### src/rtl/router_pkg.sv
package router_pkg;

  // Byte offsets inside the global register window
  localparam int unsigned OFS_IRQ_RAW  = 32'h0000_0010;
  localparam int unsigned OFS_IRQ_MSK  = 32'h0000_0014;
  localparam int unsigned OFS_CH_ACT   = 32'h0000_001C;
  localparam int unsigned OFS_MAP_BASE = 32'h0000_2000;

  // Read source selected by the address decoder
  typedef enum logic [2:0] {
    SEL_NONE,
    SEL_RAW,
    SEL_MSK,
    SEL_ACT,
    SEL_MAP
  } rd_sel_e;

endpackage

### src/rtl/router_map_regs.sv
module router_map_regs
  import router_pkg::*;
#(
  parameter int NUM_REQ = 8,
  parameter int NUM_CH  = 4,
  parameter int ADDR_W  = 14,
  parameter int DATA_W  = 32,
  parameter int MAP_W   = $clog2(NUM_CH + 1)
) (
  input  logic                     clk,
  input  logic                     rst_n,
  input  logic                     wr_en,
  input  logic                     rd_en,
  input  logic [ADDR_W-1:0]        addr,
  input  logic [DATA_W-1:0]        wdata,
  input  logic [NUM_CH-1:0]        irq_raw,
  input  logic [NUM_CH-1:0]        irq_msk,
  input  logic [NUM_CH-1:0]        ch_act,
  output logic                     rd_valid,
  output logic [DATA_W-1:0]        rdata,
  output logic [NUM_REQ*MAP_W-1:0] map_flat
);

  logic [31:0]        addr_ext;
  logic [NUM_REQ-1:0] map_hit;
  logic [MAP_W-1:0]   map_q [NUM_REQ];
  logic               wr_legal;
  rd_sel_e            sel;
  logic [MAP_W-1:0]   map_rd;
  logic [DATA_W-1:0]  rd_next;

  assign addr_ext = 32'(addr);
  // Values above the channel count are discarded whole
  assign wr_legal = (wdata <= DATA_W'(NUM_CH));

  // One mapping register per hardware identifier (identifier r+1)
  for (genvar r = 0; r < NUM_REQ; r++) begin : g_map
    assign map_hit[r] = (addr_ext == 32'(OFS_MAP_BASE + 4 * r));

    always_ff @(posedge clk) begin
      if (!rst_n) begin
        map_q[r] <= '0;
      end else if (wr_en && map_hit[r] && wr_legal) begin
        map_q[r] <= wdata[MAP_W-1:0];
      end
    end

    assign map_flat[r*MAP_W +: MAP_W] = map_q[r];
  end

  always_comb begin
    if (|map_hit) begin
      sel = SEL_MAP;
    end else begin
      unique case (addr_ext)
        OFS_IRQ_RAW: sel = SEL_RAW;
        OFS_IRQ_MSK: sel = SEL_MSK;
        OFS_CH_ACT:  sel = SEL_ACT;
        default:     sel = SEL_NONE;
      endcase
    end
  end

  always_comb begin
    map_rd = '0;
    for (int r = 0; r < NUM_REQ; r++) begin
      if (map_hit[r]) map_rd = map_rd | map_q[r];
    end
  end

  always_comb begin
    unique case (sel)
      SEL_RAW: rd_next = DATA_W'(irq_raw);
      SEL_MSK: rd_next = DATA_W'(irq_msk);
      SEL_ACT: rd_next = DATA_W'(ch_act);
      SEL_MAP: rd_next = DATA_W'(map_rd);
      default: rd_next = '0;
    endcase
  end

  always_ff @(posedge clk) begin
    if (!rst_n) begin
      rd_valid <= 1'b0;
      rdata    <= '0;
    end else begin
      rd_valid <= rd_en;
      rdata    <= rd_en ? rd_next : '0;
    end
  end

endmodule

### src/rtl/router_xbar.sv
module router_xbar #(
  parameter int NUM_REQ = 8,
  parameter int NUM_CH  = 4,
  parameter int MAP_W   = 3
) (
  input  logic                     clk,
  input  logic                     rst_n,
  input  logic [NUM_REQ-1:0]       req_i,
  input  logic [NUM_REQ*MAP_W-1:0] map_flat,
  output logic [NUM_CH-1:0]        ch_req_o
);

  logic [NUM_REQ-1:0] req_q;
  logic [NUM_REQ-1:0] rise;
  logic [NUM_CH-1:0]  route;

  assign rise = req_i & ~req_q;

  // Each channel collects the edges of every identifier pointing at it
  always_comb begin
    route = '0;
    for (int c = 0; c < NUM_CH; c++) begin
      for (int r = 0; r < NUM_REQ; r++) begin
        if (map_flat[r*MAP_W +: MAP_W] == MAP_W'(c + 1)) begin
          route[c] = route[c] | rise[r];
        end
      end
    end
  end

  always_ff @(posedge clk) begin
    if (!rst_n) begin
      req_q    <= '0;
      ch_req_o <= '0;
    end else begin
      req_q    <= req_i;
      ch_req_o <= route;
    end
  end

endmodule

### src/rtl/router_irq_sum.sv
module router_irq_sum #(
  parameter int NUM_CH = 4
) (
  input  logic              clk,
  input  logic              rst_n,
  input  logic [NUM_CH-1:0] irq_raw,
  input  logic [NUM_CH-1:0] irq_en,
  output logic [NUM_CH-1:0] irq_msk,
  output logic              irq_o
);

  always_ff @(posedge clk) begin
    if (!rst_n) irq_msk <= '0;
    else        irq_msk <= irq_raw & irq_en;
  end

  assign irq_o = |irq_msk;

endmodule

### src/rtl/req_chan_router.sv
module req_chan_router #(
  parameter int NUM_REQ = 8,
  parameter int NUM_CH  = 4,
  parameter int ADDR_W  = 14,
  parameter int DATA_W  = 32
) (
  input  logic               clk,
  input  logic               rst_n,
  input  logic               reg_wr_en,
  input  logic               reg_rd_en,
  input  logic [ADDR_W-1:0]  reg_addr,
  input  logic [DATA_W-1:0]  reg_wdata,
  output logic               reg_rd_valid,
  output logic [DATA_W-1:0]  reg_rdata,
  input  logic [NUM_REQ-1:0] periph_req_i,
  output logic [NUM_CH-1:0]  ch_req_o,
  input  logic [NUM_CH-1:0]  ch_irq_raw,
  input  logic [NUM_CH-1:0]  ch_irq_en,
  input  logic [NUM_CH-1:0]  ch_active,
  output logic               irq_o
);

  localparam int MAP_W = $clog2(NUM_CH + 1);

  logic [NUM_REQ*MAP_W-1:0] map_flat;
  logic [NUM_CH-1:0]        irq_msk;

  router_map_regs #(
    .NUM_REQ (NUM_REQ),
    .NUM_CH  (NUM_CH),
    .ADDR_W  (ADDR_W),
    .DATA_W  (DATA_W),
    .MAP_W   (MAP_W)
  ) u_regs (
    .clk      (clk),
    .rst_n    (rst_n),
    .wr_en    (reg_wr_en),
    .rd_en    (reg_rd_en),
    .addr     (reg_addr),
    .wdata    (reg_wdata),
    .irq_raw  (ch_irq_raw),
    .irq_msk  (irq_msk),
    .ch_act   (ch_active),
    .rd_valid (reg_rd_valid),
    .rdata    (reg_rdata),
    .map_flat (map_flat)
  );

  router_xbar #(
    .NUM_REQ (NUM_REQ),
    .NUM_CH  (NUM_CH),
    .MAP_W   (MAP_W)
  ) u_xbar (
    .clk      (clk),
    .rst_n    (rst_n),
    .req_i    (periph_req_i),
    .map_flat (map_flat),
    .ch_req_o (ch_req_o)
  );

  router_irq_sum #(
    .NUM_CH (NUM_CH)
  ) u_irq (
    .clk     (clk),
    .rst_n   (rst_n),
    .irq_raw (ch_irq_raw),
    .irq_en  (ch_irq_en),
    .irq_msk (irq_msk),
    .irq_o   (irq_o)
  );

endmodule

### config.mk
export PLATFORM = sky130hd
export DESIGN_NAME = req_chan_router
export DESIGN_NICKNAME = d
export VERILOG_FILES = /design/src/rtl/router_pkg.sv /design/src/rtl/router_map_regs.sv /design/src/rtl/router_xbar.sv /design/src/rtl/router_irq_sum.sv /design/src/rtl/req_chan_router.sv
export SDC_FILE = /design/constraint.sdc
export NUM_CORES = 1
export LEC_CHECK = 0
export ABC_AREA = 1
export BUFFER_PORTS_ARGS = -buffer_cell sky130_fd_sc_hd__buf_2
export CAP_MARGIN = 25
export CORE_MARGIN = 2
export CORE_UTILIZATION = 40
export CTS_CLUSTER_DIAMETER = 150
export DETAILED_ROUTE_END_ITERATION = 16
export PLACE_DENSITY = 0.7
export SETUP_SLACK_MARGIN = 0.02
export SLEW_MARGIN = 20
export SYNTH_ARGS = -nofsm -noshare
export SYNTH_HDL_FRONTEND = slang
export SYNTH_SLANG_ARGS = --single-unit
### constraint.sdc
create_clock -name clk -period 1.4 [get_ports clk]
set_input_delay 0.14 -clock clk [delete_from_list [all_inputs] [get_ports clk]]
set_output_delay 0.14 -clock clk [all_outputs]
set_load 0.05 [all_outputs]
==> flow_summary.json <==
{
  "outcome": "complete, no violations",
  "ys_ff_latch": 45,
  "synth-main-ff-cell": "edfxtp_1",
  "vias": 2743,
  "dp_slack_ns": -0.162,
  "cts_max_level": 2,
  "synth_commonest_cells": "nor2_1 (85), inv_1 (55), nand2_1 (44), nand3_1 (30), buf_4 (28)",
  "hold_start": "periph_req_i[1]",
  "cts_inserted_buffers": 5,
  "gate_count_post_synth": 383,
  "synthesis.yosys.warnings": 0,
  "boundaryPins": 108,
  "cp_common_cell": "nor2_1",
  "maxClockFrequency_mhz": 778,
  "placement_rows": 30,
  "wl_per_cell_um": 12.3,
  "clk-insertion-delay-late_ns": 0.30,
  "critical_path.reg2reg.endpoint": "u_xbar.ch_req_o[0]",
  "setup_violations": 0,
  "antenna_violating_nets_post_route": 0,
  "grt_overflow": 0,
  "totalWireLength_um": 7140,
  "power.leakage_nw": 1.69,
  "grt_antenna_before_repair": 0,
  "critical_path_depth": 6,
  "synthMostInstantiatedCell": "nor2_1",
  "power.clock.fraction_pct": 30.7,
  "cts_tree": "done",
  "nets": 552,
  "type_of_origin_of_the_critical_path": "flop",
  "postCtsSetupRepairBufs": 0,
  "register_area_mm2": 0.00114,
  "grt_setup_unrepaired": "false",
  "critical_path.n_buffers_inverters": 1,
  "p_switching_uw": 900,
  "crit_path_cell_trace": "inv_1 -> nor2_1 -> nand3_1 -> nand4_1 -> nor4_2 -> nor2_1",
  "required_ns": 1.58,
  "timing.final.crit_period_ns": 1.29,
  "antenna_cells_inserted": 0,
  "power.density_mw_per_mm2": 850,
  "ys_seq_area_share_pct": 40.3,
  "fp.dieArea_mm2": 0.00777,
  "grt_use_total_pct": 19.0,
  "type_of_the_setup_path_with_the_least_slack": "reg -> reg",
  "clk_root_buffer_cell": "clkbuf_8",
  "postLayoutCoreUtil_pct": 51.0,
  "core_footprint_mm2": 0.00683,
  "remaining_drc_errors": 0,
  "finalWorstSetupSlack_ns": 0.114,
  "comb_power_share_pct": 19.0,
  "crit_family": "simple AND/OR/NAND/NOR gates",
  "worstHoldPathType": "in -> reg",
  "switching_share_pct": 30.4,
  "floorplan.die.height_um": 88.2,
  "vias_in_the_first_global_route": 2560,
  "skew_ns": 0.00687,
  "dp_hpwl_um": 5860,
  "seq_power_share_pct": 50.4,
  "r2r_start": "u_regs.map_q[1][9]",
  "clk_pin_slew_ns": 0.09,
  "fin_hold_ws_ns": 0.0285,
  "min_delay_path_depth": 3,
  "syn-mean-instance-area_um2": 7.40,
  "final.period_utilization_pct": 91.9,
  "number_of_synthesized_flops_with_an_enable_pin": 24,
  "hold_viol_final": 0,
  "regToRegSetupSlack_ns": 0.11,
  "cp_data_arrival_time_ns": 1.47,
  "asyncSetResetFlopFracSynth_pct": 0,
  "die-width_um": 88.2,
  "post_synth_instance_area_mm2": 0.00283,
  "worst-r2r-cell-count": 6,
  "tritoncts_num_sinks": 45,
  "synth_cell_type_count": 31,
  "crit_fanout": 3,
  "buffers_from_clock_root_to_sink_at_most": 2,
  "slew_viol_final": 0,
  "worst_setup_path_end_kind": "flop",
  "internal-power_mw": 2.06,
  "io_buffer_count": 79,
  "post-synth-top-area-cell": "edfxtp_1",
  "wire_length_of_the_first_global_routing_pass_um": 11300,
  "avgViaCountPerCell": 4.74,
  "synth_largest_type_area_fraction_pct": 25.4,
  "max_stage_delay_ns": 0.45,
  "timing.hold.worst_endpoint": "u_xbar.req_q[1]",
  "final.fill_count": 693,
  "crit_slowest_cell": "edfxtp_1",
  "multi_input_area_mm2": 0.00134,
  "drt_pass1_iterations": 4,
  "grt_start_max_net_pins": 24,
  "synth.top_cells.by_area": "edfxtp_1 (25%), dfxtp_1 (15%), nor2_1 (11%)",
  "max_cap_viol": 0,
  "routabilityCongestion": 0.964,
  "drt_iter0_drc": 159,
  "initial_utilization_pct": 41.5,
  "area.growth.synth_to_final_pct": 22.9,
  "fraction_of_layout_instances_using_a_drive_strength_above_1_pct": 28.0,
  "worst_ir_drop_vdd_uv": 405
}
power by group through the flow:
stage          registers (mW)  logic [mW]  clock network (mW)
6_report                 1.49       0.561               0.907
5_1_grt                  1.50       0.616               0.961
4_1_cts                  1.49       0.560               0.932
3_5_place_dp             1.52       0.559                   0
3_3_place_gp             1.52       0.553                   0
2_1_floorplan            1.55       0.400                   0
tightest hold or removal path, stage by stage:
cell and delay (ns):
buf_2 0.09, nand2_1 0.04, inv_1 0.04
cell type report:
| class | instances | area share, % |
|---|---|---|
| multi-input combinational | 274 | 38.4 |
| sequential | 45 | 32.8 |
| timing repair buffer | 98 | 16.2 |
| inverter | 58 | 6.25 |
| tap | 96 | 3.45 |
| clock buffer | 7 | 2.80 |
| clock inverter | 1 | 0.144 |
flip-flops by register name, summed over array words and instances (netlist names):
name,flops
u_regs.map_q,24
u_xbar.req_q,8
u_irq.irq_msk,4
u_regs.rdata,4
u_xbar.ch_req_o,4
u_regs.rd_valid,1
kinds of logic after synthesis:
| family | Yosys count | share of synthesized area (%) |
|---|---|---|
| AND/OR/NAND/NOR | 211 | 36.0 |
| buffers and inverters | 91 | 16.6 |
| flip-flops | 45 | 40.3 |
| AO/OA/AOI/OAI | 35 | 7.02 |
| other | 1 | 0.132 |
cell usage in the layout (no fill, tap or decap), types with 6 or more instances in the layout:
master	count
buf_2	79
dfxtp_1	21
nand2_1	44
nor2_1	85
nand4_1	11
edfxtp_1	24
conb_1	28
nand3_1	30
inv_1	55
o21ai_1	19
buf_4	17
nor4_1	12
nor2_4	6
nand2_2	9
through the flow:
step                total power, mW  setup TNS [ns]  cell area [um^2]  std cells
floorplan                      1.95               0              2930        410
global placement               2.07           -2.83              3370        571
detailed placement             2.08           -3.81              3370        571
CTS                            2.98               0              3470        579
global route                   3.07               0              3480        579
finish                         2.96               0              3480        579
worst max path at each step:
| stage | from | endpoint | slack, ns |
|---|---|---|---|
| 2_1_floorplan | reg_wdata[5] | u_regs.map_q[0][0] | 0.003 |
| 3_3_place_gp | reg_wdata[29] | u_regs.map_q[0][9] | -0.14 |
| 3_5_place_dp | reg_addr[9] | u_regs.map_q[1][4] | -0.16 |
| 4_1_cts | u_regs.map_q[1][3] | u_xbar.ch_req_o[0] | 0.06 |
| 5_1_grt | reg_addr[8] | u_regs.map_q[1][5] | 0.02 |
| 6_report | u_regs.map_q[1][9] | u_xbar.ch_req_o[0] | 0.11 |
repair_timing:
item | 4_1_cts | 5_1_grt
hold buffers | 0 | 0
gates resized for setup | 0 | 2
setup endpoints to repair | 0 | 3
routing by layer:
layer | vias to the layer above | GRT usage (%) | part of all wire [%]
met5 | - | 0 | 0
met4 | 0 | 6.89 | 2.2
met3 | 14 | 3.30 | 8.0
met2 | 123 | 31.1 | 46
met1 | 1216 | 25.2 | 44
li1 | 1390 | - | -
(Power assumes the default switching activity.)
